File: src/rtl/dcs_pkg.sv
package dcs_pkg;

    localparam int SEG_W = 16;
    localparam int CNT_W = 5;
    localparam int FLT_W = 6;

    localparam logic [1:0] ID_HDR  = 2'b01;
    localparam logic [1:0] ID_STAT = 2'b11;

    typedef enum logic [1:0] {
        ST_IDLE,
        ST_RUN,
        ST_TAIL,
        ST_GAP
    } seq_st_t;

    typedef struct packed {
        logic             hit;
        logic [FLT_W-1:0] flt;
    } stat_t;

    // Chain-length word that opens every frame.
    function automatic logic [SEG_W-1:0] mk_header(input logic [CNT_W-1:0] n);
        return {ID_HDR, 9'b0, n};
    endfunction

    // The direction flag overrides the top bit of the supplied address.
    function automatic logic [SEG_W-1:0] mk_addr(input logic [SEG_W-1:0] a, input logic rd);
        return {rd, a[SEG_W-2:0]};
    endfunction

    function automatic stat_t decode_stat(input logic [SEG_W-1:0] w);
        stat_t r;
        r.hit = (w[SEG_W-1:SEG_W-2] == ID_STAT);
        r.flt = r.hit ? w[SEG_W-3:SEG_W-2-FLT_W] : '0;
        return r;
    endfunction

endpackage

File: src/rtl/dchain_sclk_gen.sv
module dchain_sclk_gen #(
    parameter int HALF_W = 8
) (
    input  logic              clk,
    input  logic              rst,
    input  logic              en,
    input  logic [HALF_W-1:0] half,
    output logic              sclk,
    output logic              rise,
    output logic              fall
);
    logic [HALF_W-1:0] cnt;
    logic              tick;

    assign tick = en && (cnt == half - 1'b1);
    assign rise = tick && !sclk;
    assign fall = tick && sclk;

    always_ff @(posedge clk) begin
        if (rst || !en) begin
            cnt  <= '0;
            sclk <= 1'b0;
        end else if (tick) begin
            cnt  <= '0;
            sclk <= ~sclk;
        end else begin
            cnt <= cnt + 1'b1;
        end
    end

    // strobes line up with the level the pin takes next
    a_r6_rise_level: assert property (@(posedge clk) disable iff (rst) rise |=> sclk);
    a_r6_fall_level: assert property (@(posedge clk) disable iff (rst) fall |=> !sclk);

endmodule

File: src/rtl/dchain_rx_align.sv
module dchain_rx_align
    import dcs_pkg::*;
#(
    parameter int MAX_DEV = 8,
    parameter int DLY_W   = 3,
    parameter int SEG_CW  = 5,
    parameter int IDX_W   = 3
) (
    input  logic                            clk,
    input  logic                            rst,
    input  logic                            clear,
    input  logic                            rise,
    input  logic [DLY_W-1:0]                dly,
    input  logic                            miso,
    input  logic [SEG_CW-1:0]               total,
    input  logic [SEG_CW-1:0]               win,
    output logic [MAX_DEV-1:0][SEG_W-1:0]   rdata,
    output logic [MAX_DEV-1:0]              status,
    output logic [MAX_DEV-1:0][FLT_W-1:0]   fault,
    output logic                            all_rx
);
    localparam int DL_N  = 1 << DLY_W;
    localparam int BIT_W = $clog2(SEG_W);

    logic [DL_N-1:1]   dl_q;
    logic [DL_N-1:0]   dl_vec;
    logic              strobe;
    logic [SEG_W-1:0]  sh;
    logic [SEG_W-1:0]  word;
    logic [BIT_W-1:0]  bitc;
    logic [SEG_CW-1:0] rx_seg;
    logic              last_bit;
    logic              in_win;
    logic [IDX_W-1:0]  idx;
    stat_t             st;

    assign dl_vec   = {dl_q, rise};
    assign strobe   = dl_vec[dly];
    assign word     = {sh[SEG_W-2:0], miso};
    assign last_bit = (bitc == BIT_W'(SEG_W - 1));
    assign in_win   = (rx_seg >= win);
    assign idx      = IDX_W'(total - 1'b1 - rx_seg);
    assign st       = decode_stat(word);
    assign all_rx   = (rx_seg == total);

    always_ff @(posedge clk) begin
        if (rst) begin
            dl_q   <= '0;
            sh     <= '0;
            bitc   <= '0;
            rx_seg <= '0;
            rdata  <= '0;
            status <= '0;
            fault  <= '0;
        end else begin
            dl_q <= dl_vec[DL_N-2:0];
            if (clear) begin
                sh     <= '0;
                bitc   <= '0;
                rx_seg <= '0;
                status <= '0;
                fault  <= '0;
            end else if (strobe) begin
                sh <= word;
                if (last_bit) begin
                    bitc   <= '0;
                    rx_seg <= rx_seg + 1'b1;
                    if (in_win) begin
                        rdata[idx]  <= word;
                        status[idx] <= st.hit;
                        fault[idx]  <= st.flt;
                    end
                end else begin
                    bitc <= bitc + 1'b1;
                end
            end
        end
    end

    // no word completes beyond the frame's word count
    a_r8_no_extra_word: assert property (@(posedge clk) disable iff (rst)
        (strobe && last_bit && !clear) |-> (rx_seg < total));

    // a cleared status slot never reports fault bits
    generate
        for (genvar g = 0; g < MAX_DEV; g++) begin : g_flt_chk
            a_r9_fault_needs_status: assert property (@(posedge clk) disable iff (rst)
                !status[g] |-> (fault[g] == '0));
        end
    endgenerate

endmodule

File: src/rtl/dchain_seq.sv
module dchain_seq
    import dcs_pkg::*;
#(
    parameter int MAX_DEV = 8,
    parameter int HALF_W  = 8,
    parameter int DLY_W   = 3
) (
    input  logic                            clk,
    input  logic                            rst,
    input  logic                            start,
    input  logic                            rd_nwr,
    input  logic [CNT_W-1:0]                dev_cnt,
    input  logic [HALF_W-1:0]               sclk_half,
    input  logic [DLY_W-1:0]                sample_dly,
    input  logic [MAX_DEV-1:0][SEG_W-1:0]   addr_in,
    input  logic [MAX_DEV-1:0][SEG_W-1:0]   wdata_in,
    output logic                            busy,
    output logic                            done,
    output logic [MAX_DEV-1:0][SEG_W-1:0]   rdata_out,
    output logic [MAX_DEV-1:0]              status_out,
    output logic [MAX_DEV-1:0][FLT_W-1:0]   fault_out,
    output logic                            spi_sclk,
    output logic                            spi_cs_n,
    output logic                            spi_mosi,
    input  logic                            spi_miso
);
    localparam int SEG_CW = $clog2(3 * MAX_DEV + 2);
    localparam int BIT_W  = $clog2(SEG_W);
    localparam int IDX_W  = (MAX_DEV > 1) ? $clog2(MAX_DEV) : 1;
    localparam logic [CNT_W-1:0] MAX_N = CNT_W'(MAX_DEV);

    seq_st_t           state;
    logic [CNT_W-1:0]  n_q;
    logic              rd_q;
    logic [HALF_W-1:0] half_q;
    logic [DLY_W-1:0]  dly_q;
    logic [SEG_CW-1:0] tx_seg;
    logic [BIT_W-1:0]  tx_bit;
    logic [HALF_W:0]   gap_cnt;
    logic              done_q;

    logic [SEG_CW-1:0] n_ext, total, seg_last, win;
    logic [HALF_W:0]   gap_last;
    logic              accept, rise, fall, all_rx;
    logic [SEG_W-1:0]  cur_seg;
    logic [IDX_W-1:0]  a_idx, d_idx;

    assign accept   = start && (state == ST_IDLE) && (dev_cnt != '0) && (dev_cnt <= MAX_N);
    assign n_ext    = SEG_CW'(n_q);
    assign total    = rd_q ? SEG_CW'(3 * n_ext + 1) : SEG_CW'(2 * n_ext + 1);
    assign seg_last = total - 1'b1;
    assign win      = total - n_ext;
    assign gap_last = {half_q, 1'b0} - 1'b1;
    assign a_idx    = IDX_W'(n_ext - tx_seg);
    assign d_idx    = IDX_W'((n_ext << 1) - tx_seg);

    // Word on the wire: header, addresses far-first, data far-first, flush.
    always_comb begin
        if (tx_seg == '0)
            cur_seg = mk_header(n_q);
        else if (tx_seg <= n_ext)
            cur_seg = mk_addr(addr_in[a_idx], rd_q);
        else if (tx_seg <= (n_ext << 1))
            cur_seg = wdata_in[d_idx];
        else
            cur_seg = '0;
    end

    assign spi_mosi = (state == ST_RUN) && cur_seg[BIT_W'(SEG_W - 1) - tx_bit];
    assign spi_cs_n = (state == ST_IDLE) || (state == ST_GAP);
    assign busy     = (state != ST_IDLE);
    assign done     = done_q;

    dchain_sclk_gen #(.HALF_W(HALF_W)) u_sclk (
        .clk  (clk),
        .rst  (rst),
        .en   (state == ST_RUN),
        .half (half_q),
        .sclk (spi_sclk),
        .rise (rise),
        .fall (fall)
    );

    dchain_rx_align #(
        .MAX_DEV (MAX_DEV),
        .DLY_W   (DLY_W),
        .SEG_CW  (SEG_CW),
        .IDX_W   (IDX_W)
    ) u_rx (
        .clk    (clk),
        .rst    (rst),
        .clear  (accept),
        .rise   (rise),
        .dly    (dly_q),
        .miso   (spi_miso),
        .total  (total),
        .win    (win),
        .rdata  (rdata_out),
        .status (status_out),
        .fault  (fault_out),
        .all_rx (all_rx)
    );

    always_ff @(posedge clk) begin
        if (rst) begin
            state   <= ST_IDLE;
            n_q     <= '0;
            rd_q    <= 1'b0;
            half_q  <= HALF_W'(1);
            dly_q   <= '0;
            tx_seg  <= '0;
            tx_bit  <= '0;
            gap_cnt <= '0;
            done_q  <= 1'b0;
        end else begin
            done_q <= 1'b0;
            case (state)
                ST_IDLE: begin
                    if (accept) begin
                        n_q    <= dev_cnt;
                        rd_q   <= rd_nwr;
                        half_q <= (sclk_half == '0) ? HALF_W'(1) : sclk_half;
                        dly_q  <= sample_dly;
                        tx_seg <= '0;
                        tx_bit <= '0;
                        state  <= ST_RUN;
                    end
                end
                ST_RUN: begin
                    if (fall) begin
                        if (tx_bit == BIT_W'(SEG_W - 1)) begin
                            tx_bit <= '0;
                            if (tx_seg == seg_last)
                                state <= ST_TAIL;
                            else
                                tx_seg <= tx_seg + 1'b1;
                        end else begin
                            tx_bit <= tx_bit + 1'b1;
                        end
                    end
                end
                ST_TAIL: begin
                    if (all_rx) begin
                        gap_cnt <= '0;
                        state   <= ST_GAP;
                    end
                end
                ST_GAP: begin
                    gap_cnt <= gap_cnt + 1'b1;
                    if (gap_cnt == gap_last) begin
                        done_q <= 1'b1;
                        state  <= ST_IDLE;
                    end
                end
                default: state <= ST_IDLE;
            endcase
        end
    end

    // out-of-range counts never open a frame
    a_r2_reject_count: assert property (@(posedge clk) disable iff (rst)
        (start && !busy && (dev_cnt == '0 || dev_cnt > MAX_N)) |=> !busy);

    // pins rest when no frame is running
    a_r10_idle_pins: assert property (@(posedge clk) disable iff (rst)
        !busy |-> (spi_cs_n && !spi_sclk));

    // single-cycle completion, coincident with busy dropping
    a_r10_done_single: assert property (@(posedge clk) disable iff (rst) done |=> !done);
    a_r10_done_idle:   assert property (@(posedge clk) disable iff (rst) done |-> !busy);

    // data is held while the serial clock stays high
    a_r6_mosi_hold: assert property (@(posedge clk) disable iff (rst)
        (spi_sclk && $past(spi_sclk)) |-> $stable(spi_mosi));

    // the latched device count cannot change mid-frame
    a_r11_count_locked: assert property (@(posedge clk) disable iff (rst)
        (busy && $past(busy)) |-> $stable(n_q));

endmodule

File: config.mk
export PLATFORM = sky130hd
export DESIGN_NAME = dchain_seq
export DESIGN_NICKNAME = d
export VERILOG_FILES = /design/src/rtl/dcs_pkg.sv /design/src/rtl/dchain_sclk_gen.sv /design/src/rtl/dchain_rx_align.sv /design/src/rtl/dchain_seq.sv
export SDC_FILE = /design/constraint.sdc
export NUM_CORES = 1
export LEC_CHECK = 0
export ABC_CLOCK_PERIOD_IN_PS = 5300
export BUFFER_PORTS_ARGS = -buffer_cell sky130_fd_sc_hd__buf_2
export CAP_MARGIN = 20
export CORE_ASPECT_RATIO = 1.1
export CORE_MARGIN = 5
export CORE_UTILIZATION = 43
export CTS_CLUSTER_SIZE = 12
export DETAILED_ROUTE_END_ITERATION = 16
export PLACE_DENSITY = 0.73
export SLEW_MARGIN = 20
export SYNTH_ARGS = -nofsm -noshare
export SYNTH_HDL_FRONTEND = slang
export SYNTH_SLANG_ARGS = --single-unit
File: constraint.sdc
create_clock -name clk -period 5.3 [get_ports clk]
set_input_delay 0.795 -clock clk [delete_from_list [all_inputs] [get_ports clk]]
set_output_delay 0.795 -clock clk [all_outputs]
set_load 0.01 [all_outputs]
### Yosys cells after proc, flatten, opt, wreduce, memory -nomap -nowiden

Index checks and enable logic that the tools add are counted.

* register bits: 262
* bits of input ports: 277
* output and inout port bits: 189

* add/subtract/negate cells: 16
* multiply operators: 1
* $lt $le $gt $ge: 10
* equality and inequality tests: 17
* multiplexer cells: 43
* bitwise operators: 3
* reductions and logical operators: 30

Operators by type and width (number)
* $bwmux 128: 1
* $bmux 16 s3: 2
* $mux 16: 5
* $bwmux 48: 1
* $demux 16 s3: 1
* $mux 5: 5
* $add 5x1->5 const B: 4
* $demux 6 s3: 1
* $pmux 9 s2: 1
* $lt 3x4->1 const B: 4
* $mux 4: 4
* $mux 15: 1
* $mux 2: 6
* $mux 6: 2
* $ne 2x2->1 const B: 6
* $eq 5x5->1: 2
* $le 5x5->1: 2
* $pmux 5 s2: 1
* $add 9x1->9 const B: 1
* $eq 9x9->1: 1
* $mux 9: 1
* $sub 3x3->3: 3
* $sub 9x1->9 const B: 1
* $add 4x1->4 const B: 2
* 38 further kinds: 62

### Logic depth before layout (Yosys ltp)

Gate-level depths: netlist of the first run.

* word-level depth: 10
* depth in mapped cells: 16
* gate-level depth less buffers: 13

### By module

A second synthesis of the first run with hierarchy kept.

* cell total of the unflattened synthesis: 1402
* area total of the unflattened synthesis: 14363.8 µm²

Modules (own cells, without submodules)
* dchain_rx_align: times used 1, cells each 833, area an instance 8723.4 µm²
* dchain_seq: times used 1, cells each 495, area an instance 5013.6 µm²
* dchain_sclk_gen: times used 1, cells each 74, area an instance 626.9 µm²

### Least setup slack after synthesis of the first run

OpenSTA, ideal clock, no wires.

* path type: reg-to-output
* start point: reg tx_seg[0]
* end point: out spi_mosi
* arrival time: 3.386 ns
* setup slack: 1.119 ns
* stages on the path, launching flop included: 14
* buffers on the path: 5
* path through: dfxtp_1 -> buf_2 -> buf_2 -> inv_1 -> fa_1 -> clkbuf_1 -> buf_2 -> buf_1 -> mux4_2 -> mux2_2 -> o211ai_1 -> o21ai_0 -> o31ai_1 -> a32oi_1

* word-level cells in the longest chain between the ends: 9
* elaborated cells between the ends (all ways): 15
* those cells by class: 2 x add/sub; 2 x order compare; 9 x mux; 2 x reduce/logical

Ends and longest elaborated chain
* from (decl): line dchain_seq.sv:37 `logic [SEG_CW-1:0] tx_seg;`
* from (signal assigned): line dchain_seq.sv:136 `tx_seg <= tx_seg + 1'b1;`
* $sub 3x3->3: line dchain_seq.sv:55 `assign d_idx = IDX_W'((n_ext << 1) - tx_seg);`
* $bmux 16 s3: line dchain_seq.sv:64 `cur_seg = wdata_in[d_idx];`
* $mux 16 (not written as such): line dchain_seq.sv:64
* $mux 16: line dchain_seq.sv:63 `else if (tx_seg <= (n_ext << 1))`
* $mux 16: line dchain_seq.sv:61 `else if (tx_seg <= n_ext)`
* $mux 16 *: line dchain_seq.sv:59 `if (tx_seg == '0)`
* $bmux 1 s4 *: line dchain_seq.sv:69 `assign spi_mosi = (state == ST_RUN) && cur_seg[BIT_W'(SEG_W - 1) - tx_bit];`
* $mux 1 (not written as such) *: line dchain_seq.sv:69
* $logic_and 1x1->1 *: line dchain_seq.sv:69
* to (decl): line dchain_seq.sv:24 `output logic spi_mosi,`

Mark *: on every way between the ends. The rest lies on a longest branch, timed or not. The select of a mux whose other input is x is not followed.

### Worst setup path after layout of the first run

* start point: reg n_q[0] (netlist: n_ext[0])
* end point: out spi_mosi

* word-level cells in the longest chain between the ends: 9
* elaborated cells between the ends (all ways): 14
* those cells by class: 2 x add/sub; 2 x order compare; 9 x mux; 1 x reduce/logical

Ends and longest elaborated chain
* from (decl): line dchain_seq.sv:33 `logic [CNT_W-1:0] n_q;`
* from (signal assigned): line dchain_seq.sv:120 `n_q <= dev_cnt;`
* $sub 3x3->3: line dchain_seq.sv:55
* $bmux 16 s3: line dchain_seq.sv:64
* $mux 16 (not written as such): line dchain_seq.sv:64
* $mux 16: line dchain_seq.sv:63
* $mux 16: line dchain_seq.sv:61
* $mux 16 *: line dchain_seq.sv:59
* $bmux 1 s4 *: line dchain_seq.sv:69
* $mux 1 (not written as such) *: line dchain_seq.sv:69
* $logic_and 1x1->1 *: line dchain_seq.sv:69

Marked as above.

==> flow_summary_export.csv, run 1 <==
group,metric,value,unit
logic_synthesis,synth-seq-cells,262,
sta,fin_worst_skew,13.60,ps
hold_path,hp-class,"reg -> reg",
global_routing,grt_use_total,23.95,%
critical_path,reg2reg_slack,690,ps
flow_run,drv_cap,0,
placed_design,io_buffer_count,457,
power_and_ir_drop,power.density,272.3,nW/µm²
clock_network,cts_buffer_depth,3,
sta,post-route-period-util,94.01,%
cells_and_area,syn2layout_area_growth,22.53,%
global_routing,grt_pass1_vias,12372,
routing,firstDrtPassIters,5,
logic_synthesis,netlist_instances,1487,
sta,hold_viol_final,0,
power_and_ir_drop,ir_drop,230.4,µV
global_routing,grt_overflow,0,
global_routing,grt_pass1_wl,69430,µm
global_routing,antenna_found_initial,1,
cells_and_area,finish.cell_count_without_fillers,2310,
routing,postRouteAntennaNets,0,
placed_design,placed_cells,2270,
floorplan,core_area,32120,µm²
placed_design,dp_hpwl,35250,µm
sta,slew_violations,0,
logic_synthesis,syn-cell-area,13860,µm²
sta,worst_pin_slew,952.3,ps
critical_path,startpoint,"n_ext[0]",
power_and_ir_drop,leakagePower,7.684,nW
logic_synthesis,ys.warnings.count,0,
critical_path,worst-path-max-fanout,10,
hold_path,worstHoldStart,"u_rx.rdata[24]",
floorplan,die_y,198.3,µm
cells_and_area,num-nets-final,2193,
sta,fin_crit,4982,ps
critical_path,rr_startpoint,"n_ext[0]",
sta,rsz0062_at_grt,"false",
clock_network,cts_hold_buf,0,
critical_path,cp-start-kind,"flip-flop",
critical_path,setup.worst_path.class,"reg -> out",
sta,clock.fmax,0.2007,GHz
logic_synthesis,synth_edf_count,0,
sta,tns,0,ps
critical_path,crit_path_end_kind,"output port",
clock_network,cts_tree,"done",
clock_network,h-tree-depth,1,
placed_design,gp_congestion,0.9856,
placed_design,dp_worst_setup_slack,724.4,ps
status,status,"complete, no violations",
floorplan,ios,466,
floorplan,rows,69,
routing,wl_per_cell,19.73,µm
clock_network,cts-buffers-inserted,27,
logic_synthesis,async_flop_share,0,%
logic_synthesis,yosys-top-cells-area,"dfxtp_1 38%, mux4_2 11%, mux2i_1 6.9%, nand2_1 5.3%, a21oi_1 4.2%",
routing,dr.first_iter.drc_count,930,
routing,drc,0,
logic_synthesis,ys.flop_type,"dfxtp_1",
clock_network,clk_latency,530,ps
global_routing,grt_start_max_net_pins,89,
logic_synthesis,yosysSeqAreaShare,37.83,%
floorplan,die-area,35940,µm²
logic_synthesis,netlist.area_leader.share,37.83,%
clock_network,cts_resized,0,
routing,vias,12696,
sta,worst_slack,317.7,ps
cells_and_area,nFillCells,2981,
sta,slew_headroom,36.52,%
logic_synthesis,avgSynthCellArea,9.324,µm²
floorplan,fp.dieW,181.2,µm
clock_network,clk_pin_slew_worst_paths,60,ps
logic_synthesis,synth_nets,1807,
clock_network,cts_setup_buffers,0,
routing,drt-total-wl,45570,µm
clock_network,cts_sinks,262,
logic_synthesis,synth_area_leader_cell,"dfxtp_1",
routing,via_per_inst,5.496,
cells_and_area,drive_gt1_share,32.98,%
floorplan,start_util,43.17,%
sta,setup_violations,0,
clock_network,clockRootBuffer,"clkbuf_16",
logic_synthesis,synth_cell_type_count,81,
critical_path,crit_arrival,4190,ps
critical_path,worstPathRequired,4510,ps
## cell usage after synthesis, types with 7 or more instances
| cell | count |
|---|---|
| nand4_1 | 23 |
| nand2_1 | 197 |
| ha_1 | 38 |
| mux2_2 | 12 |
| nand2b_1 | 10 |
| a21o_1 | 9 |
| inv_1 | 31 |
| and3_1 | 10 |
| or3_1 | 8 |
| xnor2_1 | 27 |
| mux4_2 | 67 |
| a21oi_1 | 117 |
| dfxtp_1 | 262 |
| clkbuf_1 | 52 |
| buf_4 | 14 |
| nor2b_1 | 9 |
| a31oi_1 | 8 |
| nor3_1 | 17 |
| xor2_1 | 21 |
| nand3_1 | 83 |
| o21ai_0 | 77 |
| mux2i_1 | 96 |
| nor2_1 | 134 |
| buf_6 | 9 |
| nor4_1 | 7 |
| buf_2 | 32 |
## worst max-delay path: stages, from the launching register on
cell     delay [ps]
dfxtp_1         590
inv_2           110
ha_2            200
fa_1            840
buf_4           280
mux4_2          290
mux2i_1         310
nor2_1          100
a211o_1         280
o311a_1         110
o21ai_0         170
a32oi_1         170
buf_2           190
## kinds of logic after synthesis
| family | count (synthesis) | synth area share (%) |
|---|---|---|
| and+or+nand+nor | 549 | 19.19 |
| DFF | 262 | 37.83 |
| AOI/OAI and AO/OA | 253 | 10.55 |
| muxes | 175 | 18.79 |
| buffers and inverters | 153 | 5.902 |
| xor gates and xnor gates | 52 | 3.592 |
| adders and majority gates | 43 | 4.151 |
## sequential cells by signal (all words and copies together) (netlist names), 3 cells and up
name and count:
u_rx.rdata 128, u_rx.fault 48, u_rx.sh 15, gap_cnt 9
half_q 8, u_rx.status 8, u_sclk.cnt 8, u_rx.dl_q 7
n_ext 5, tx_seg 5, u_rx.rx_seg 5, tx_bit 4
u_rx.bitc 4, dly_q 3
## where the power goes
group,internal (W),leakage [nW],switching (W)
clock network,0.00106,0.396,0.000734
logic,0.000339,5.18,0.000466
registers,0.00199,2.11,0.0000392
total,0.00339,7.68,0.00124
## layer usage
metal  wire length, µm  share of wire (%)  GRT usage (%)  vias to the layer above
met2             23190                 51          42.64                      492
met3              2872                6.3          3.583                       63
met4              1175                2.6          6.505                        0
met1             18340                 40          30.47                     6103
met5                 0                  0              0                        -
li1                  -                  -              -                     6038
## worst paths after layout
check                                      end  depth (start not counted)
worst max-delay path                  spi_mosi                         12
worst min-delay path            u_rx.rdata[24]                          2
worst max register to register  u_rx.rdata[89]                         13
worst min register to register  u_rx.rdata[24]                          2
## metrics by stage
stage	util, %	total power (W)	cell area [µm²]	hold WS, ps
2_1_floorplan	-	0.002619	13860	432.4
3_3_place_gp	50.36	0.002855	16170	437.5
3_5_place_dp	50.36	0.002872	16170	441.6
4_1_cts	52.89	0.004656	16990	449.5
5_1_grt	52.90	0.004816	16990	464.6
6_report	52.90	0.004626	16990	447.6
## layout by cell type, fill, tap and decap left out, drive strengths merged, types with 10 or more instances in the layout
master  count
mux4       67
mux2       12
o21ai      78
nand2     197
inv        33
xor2       23
mux2i      96
ha         38
and3       10
clkbuf     34
xnor2      27
a21o       10
nor2      135
nand4      27
buf       478
a21oi     117
dfxtp     262
nand3      83
nand2b     10
nor3       18
## layout make-up
type                            count  area [µm²]  area share, %
Antenna cell                        1       2.502        0.01473
Timing Repair Buffer              478        2447          14.41
Sequential cell                   262        5246          30.88
Tap cell                          426       533.0          3.137
Clock buffer                       34       732.0          4.308
Clock inverter                      5       81.33         0.4787
Inverter                           32       120.1         0.7070
Multi-Input combinational cell   1072        7826          46.07
Power figures use the tool's default switching activity.
==> run 2, diff against run 1 <==
==> constraint.sdc (replaced) <==
create_clock -name clk -period 5.3 [get_ports clk]
set_input_delay 0.53 -clock clk [delete_from_list [all_inputs] [get_ports clk]]
set_output_delay 0.53 -clock clk [all_outputs]
set_load 0.01 [all_outputs]
==> flow_summary_export.csv, run 2 (synthesis results as in run 1) <==
group,metric,value,unit
status,status,"complete, no violations",
global_routing,grt_pass1_wl,69630,µm
global_routing,grt_start_max_net_pins,90,
global_routing,busiest_layer,"met2",
clock_network,clk_latency,540,ps
sta,clock.fmax,0.1997,GHz
placed_design,dp_hpwl,35170,µm
power_and_ir_drop,total_power,0.004678,W
floorplan,core_area,32120,µm²
floorplan,ios,466,
cells_and_area,diodes,0,
critical_path,rr_startpoint,"n_ext[0]",
cells_and_area,largest_reg_flops,128,
power_and_ir_drop,leakagePower,7.709,nW
sta,fin_worst_skew,21.00,ps
critical_path,worst-path-max-fanout,14,
cells_and_area,top_regs,"u_rx.rdata x128, u_rx.fault x48, u_rx.sh x15",
global_routing,use_met1,29.30,%
routing,dr.first_iter.drc_count,1025,
flow_run,drv_cap,0,
sta,slew_headroom,33.11,%
sta,slew_violations,0,
global_routing,met2_usage,42.33,%
clock_network,clockRootBuffer,"clkbuf_16",
critical_path,r2r-end,"u_rx.rdata[80]",
sta,post-route-period-util,94.48,%
hold_path,worstHoldStart,"sample_dly[2]",
cells_and_area,drive_gt1_share,33.05,%
cells_and_area,final_common_cell,"buf_2",
routing,firstDrtPassIters,5,
critical_path,slowest_stage,"fa_1",
hold_path,min_delay_path_depth,3,
clock_network,cts_resized,0,
routing,postRouteAntennaNets,0,
clock_network,cts_hold_buf,0,
critical_path,reg2reg_slack,560,ps
clock_network,cts_setup_buffers,0,
hold_path,whs_endpoint,"dly_q[2]",
cells_and_area,syn2layout_area_growth,22.84,%
floorplan,fp.dieW,181.2,µm
floorplan,die-area,35940,µm²
clock_network,cts-buffers-inserted,28,
clock_network,cts_buffer_depth,3,
global_routing,grt_use_total,24.08,%
cells_and_area,regMostFlops,"u_rx.rdata",
sta,rsz0062_at_grt,"false",
sta,tns,0,ps
routing,via_per_inst,5.541,
critical_path,crit_path_end_kind,"output port",
placed_design,io_buffer_count,457,
cells_and_area,multiInputGateArea,7826,µm²
critical_path,cpPeakStageDelay,890,ps
sta,setup_violations,0,
power_and_ir_drop,ir_drop,287.9,µV
critical_path,worstPathRequired,4770,ps
critical_path,setup.worst_path.class,"reg -> out",
clock_network,h-tree-depth,1,
critical_path,crit_arrival,4480,ps
global_routing,grt_overflow,0,
sta,hold_viol_final,0,
clock_network,clk_pin_slew_worst_paths,60,ps
power_and_ir_drop,power.density,274.6,nW/µm²
placed_design,gp_congestion,0.9577,
routing,wl_per_cell,19.87,µm
routing,drt-total-wl,45990,µm
critical_path,cp-start-kind,"flip-flop",
floorplan,rows,69,
routing,drc,0,
critical_path,reg2reg_depth,13,
cells_and_area,register_area,5246,µm²
sta,fin_crit,5008,ps
clock_network,cts_tree,"done",
cells_and_area,nFillCells,2988,
floorplan,die_y,198.3,µm
cells_and_area,num-nets-final,2193,
sta,worst_pin_slew,1003,ps
global_routing,grt_pass1_vias,12414,
hold_path,hp-class,"in -> reg",
routing,vias,12823,
global_routing,use_met3,5.144,%
sta,worst_hold_slack,242.2,ps
global_routing,antenna_found_initial,0,
floorplan,start_util,43.17,%
clock_network,cts_sinks,262,
critical_path,path_cells,"inv_2 -> ha_2 -> fa_1 -> inv_1 -> mux4_2 -> mux2i_1 -> o21ai_0 -> o311ai_0 -> a32oi_1 -> buf_2",
cells_and_area,final_cell_mix,"456 x buf_2, 261 x dfxtp_1, 197 x nand2_1",
[run 2: how the worst max path moves through the flow]
stage	from	endpoint	slack, ps	depth (start not counted)
5_1_grt	n_ext[0]	spi_mosi	50	10
4_1_cts	n_ext[0]	spi_mosi	280	10
2_1_floorplan	tx_seg[0]	spi_mosi	1380	13
3_5_place_dp	n_ext[0]	u_rx.rdata[80]	600	13
3_3_place_gp	n_ext[0]	u_rx.rdata[83]	710	13
6_report	n_ext[0]	spi_mosi	290	10
[run 2: per-stage QoR]
| step | util (%) | setup slack, ps | cells | cell area, µm² |
|---|---|---|---|---|
| global placement | 50.33 | 710.6 | 2269 | 16170 |
| global route | 53.03 | 46.76 | 2314 | 17030 |
| finish | 53.03 | 292.4 | 2314 | 17030 |
| CTS | 53.03 | 280.4 | 2314 | 17030 |
| detailed placement | 50.33 | 600.5 | 2269 | 16170 |
| floorplan | - | 1384 | 1487 | 13860 |
[run 2: where the power goes]
part	switching [W]	internal, W
clock	0.000759	0.00108
sequential	0.0000405	0.00199
combinational	0.000466	0.000340
[run 2: area by class of cell]
| cell class | count | share of cell area [%] |
|---|---|---|
| multi-input cells | 1072 | 45.95 |
| flip-flops and latches | 262 | 30.80 |
| repair buffers | 477 | 14.33 |
| clock buffers | 39 | 4.650 |
| well taps | 426 | 3.130 |
| inverters | 32 | 0.7053 |
| clock inverters | 6 | 0.4334 |
[run 2: layer usage]
layer  vias up  part of all wire (%)
met5         -                     0
met4         0                   3.8
met3        88                   7.9
met2       548                    50
met1      6143                    39
li1       6044                     -
[run 2: critical path, delay by kind of cell (launching register included)]
| family | cells | cell delay, ps |
|---|---|---|
| buffers and inverters | 3 | 480 |
| AOI/OAI and AO/OA | 3 | 600 |
| DFF | 1 | 740 |
| adders and majority gates | 2 | 1110 |
| muxes | 2 | 1000 |
==> run 3, diff against run 2 <==
--- a/config.mk
+++ b/config.mk
@@ -5,6 +5,7 @@
 export SDC_FILE = /design/constraint.sdc
 export NUM_CORES = 1
 export LEC_CHECK = 0
+export ABC_AREA = 1
 export ABC_CLOCK_PERIOD_IN_PS = 5300
 export BUFFER_PORTS_ARGS = -buffer_cell sky130_fd_sc_hd__buf_2
 export CAP_MARGIN = 20
@@ -18,3 +19,4 @@
 export SYNTH_ARGS = -nofsm -noshare
 export SYNTH_HDL_FRONTEND = slang
 export SYNTH_SLANG_ARGS = --single-unit
+export TNS_END_PERCENT = 100
==> constraint.sdc (replaced) <==
create_clock -name clk -period 5.3 [get_ports clk]
set_input_delay 0.53 -clock clk [delete_from_list [all_inputs] [get_ports clk]]
set_output_delay 0.53 -clock clk [all_outputs]
set_load 0.02 [all_outputs]
==> flow_summary_export.csv, run 3 <==
group,metric,value,unit
status,status,"complete, no violations",
clock_network,cts_buffer_depth,3,
critical_path,setup.worst_path.class,"reg -> out",
placed_design,io_buffer_count,457,
critical_path,worst-path-max-fanout,36,
floorplan,die-area,36570,µm²
sta,fin_crit,4704,ps
global_routing,antenna_found_initial,13,
cells_and_area,nFillCells,3187,
critical_path,path_cells,"inv_1 -> ha_2 -> fa_1 -> clkinv_1 -> buf_4 -> o21ai_0 -> o221ai_1 -> nand2_1 -> nand2_1 -> nand3_1 -> a22oi_1 -> nand2_1 -> nand2_1 -> nor2_1 -> nor2_1 -> buf_2",
clock_network,cts_resized,0,
clock_network,clk_pin_slew_worst_paths,60,ps
logic_synthesis,ys.flop_type,"dfxtp_1",
sta,post-route-period-util,88.76,%
global_routing,grt_overflow,0,
logic_synthesis,avgSynthCellArea,6.936,µm²
logic_synthesis,synth-seq-cells,262,
cells_and_area,regMostFlops,"u_rx.rdata",
sta,tns,0,ps
cells_and_area,final_cell_mix,"465 x nand2_1, 456 x buf_2, 270 x a21oi_1",
cells_and_area,fin_util,53.68,%
global_routing,grt_start_max_net_pins,115,
floorplan,rows,69,
global_routing,grt_use_total,27.73,%
logic_synthesis,netlist_instances,2036,
cells_and_area,num-nets-final,2710,
clock_network,h-tree-depth,1,
sta,slew_headroom,36.12,%
logic_synthesis,syn-cell-area,14120,µm²
hold_path,hp-class,"in -> reg",
power_and_ir_drop,ir_drop,292.5,µV
cells_and_area,syn2layout_area_growth,23.05,%
global_routing,grt_pass1_vias,14980,
sta,clock.fmax,0.2126,GHz
routing,drc,0,
global_routing,grt_pass1_wl,82410,µm
critical_path,worstPathRequired,4770,ps
logic_synthesis,yosysSeqAreaShare,37.14,%
critical_path,crit_path_end_kind,"output port",
routing,wl_per_cell,19.25,µm
clock_network,cts_hold_buf,0,
sta,rsz0062_at_grt,"false",
cells_and_area,multiInputGateArea,7835,µm²
logic_synthesis,ys.warnings.count,0,
logic_synthesis,synth_common_cells,"466 x nand2_1, 270 x a21oi_1, 262 x dfxtp_1, 172 x nand3_1, 156 x nor2_1",
cells_and_area,drive_gt1_share,22.90,%
floorplan,start_util,43.62,%
sta,hold_viol_final,0,
critical_path,crit_arrival,4170,ps
logic_synthesis,yosysMostFrequentCell,"nand2_1",
routing,drt-total-wl,54610,µm
routing,via_per_inst,5.661,
floorplan,core_area,32370,µm²
flow_run,drv_cap,0,
clock_network,clk_latency,550,ps
routing,dr.first_iter.drc_count,1122,
sta,slew_violations,0,
cells_and_area,largest_reg_flops,128,
logic_synthesis,synth_edf_count,0,
clock_network,cts_setup_buffers,0,
logic_synthesis,netlist.area_leader.share,37.14,%
routing,postRouteAntennaNets,0,
cells_and_area,register_area,5246,µm²
sta,worst_pin_slew,956.1,ps
cells_and_area,top_regs,"u_rx.rdata x128, u_rx.fault x48, u_rx.sh x15",
critical_path,slowest_stage,"fa_1",
power_and_ir_drop,power.density,334.3,nW/µm²
logic_synthesis,synth_area_leader_cell,"dfxtp_1",
logic_synthesis,synth_nets,2356,
floorplan,ios,466,
placed_design,dp_hpwl,39990,µm
cells_and_area,final_common_cell,"nand2_1",
logic_synthesis,async_flop_share,0,%
sta,setup_violations,0,
logic_synthesis,synth_cell_type_count,51,
critical_path,cp-start-kind,"flip-flop",
sta,fin_worst_skew,19.65,ps
floorplan,fp.dieW,182.8,µm
placed_design,gp_congestion,1.013,
critical_path,crit_top_cell,"nand2_1",
clock_network,cts_tree,"done",
power_and_ir_drop,leakagePower,7.552,nW
clock_network,cts_sinks,262,
floorplan,die_y,200.1,µm
clock_network,cts-buffers-inserted,27,
clock_network,clockRootBuffer,"clkbuf_16",
power_and_ir_drop,total_power,0.005810,W
routing,vias,16061,
logic_synthesis,yosys-top-cells-area,"dfxtp_1 37%, nand2_1 12%, a21oi_1 9.6%, nand4_1 6.2%, nand3_1 6.1%",
critical_path,cpPeakStageDelay,690,ps
routing,firstDrtPassIters,8,
## run 3: cell count changes after synthesis, moves of 22 or more
cell      delta
a21oi_1    +153
clkbuf_1    +61
inv_1       +68
mux2i_1     -96
mux4_2      -67
nand2_1    +269
nand3_1     +89
nand4_1    +118
nor2_1      +22
o21ai_0     +42
o221ai_1    +22
## run 3: path summary, 6_finish.rpt
kind              depth (start not counted)             end           from  slack, ps
setup / recovery                         16        spi_mosi       n_ext[0]        600
hold / removal                            3        dly_q[1]  sample_dly[1]        270
setup reg to reg                         16  u_rx.rdata[51]       n_ext[0]        970
hold reg to reg                           2    u_rx.dl_q[4]   u_rx.dl_q[3]        430
## run 3: routing by layer
layer / GRT usage [%] / part of all wire (%)
met5: 0.1290 / 0.060
met4: 9.741 / 3.3
met3: 7.485 / 10
met2: 47.98 / 48
met1: 33.46 / 38
## run 3: critical path: cells and delay by family, from the launching register on
kind	cells	cell delay [ps]
DFF	1	610
adders and majority gates	2	910
buffers and inverters	4	790
and+or+nand+nor	7	610
AOI/OAI and AO/OA	3	690
## run 3: metrics by stage
step	hold slack (ps)	worst slack (ps)	instances	instance area [µm²]
after global placement	410.7	1071	2787	16550
after detailed placement	417.2	976.0	2787	16550
after floorplan	403.1	1697	2036	14120
after global routing	306.6	360.3	2836	17380
final	273.4	595.5	2837	17380
after CTS	256.7	644.8	2828	17350
## run 3: logic make-up (layout without fill, tap and decap cells)
logic type               count (synthesis)  after routing  synth area share (%)
buffers and inverters                  267            633                 7.726
AO/OA/AOI/OAI                          468            468                 18.30
AND/OR/NAND/NOR                        965            965                 30.74
XOR/XNOR                                31             31                 2.020
adder cells (fa/ha/maj)                 43             43                 4.076
other                                    0              9                     0
flip-flops                             262            262                 37.14
## run 3: cell type report
| cell class | instances | share of cell area (%) |
|---|---|---|
| clock buffer | 37 | 4.219 |
| tap | 426 | 3.067 |
| clock inverter | 4 | 0.3744 |
| timing repair buffer | 485 | 14.62 |
| antenna | 9 | 0.1296 |
| sequential | 262 | 30.19 |
| inverter | 107 | 2.311 |
| multi-input combinational | 1507 | 45.09 |
## run 3: report_power, final
| part | leakage, nW | internal, W | switching, W |
|---|---|---|---|
| Clock | 0.381 | 0.00101 | 0.000771 |
| Sequential | 2.11 | 0.00204 | 0.000198 |
| Combinational | 5.06 | 0.000574 | 0.00122 |
| Total | 7.55 | 0.00362 | 0.00219 |
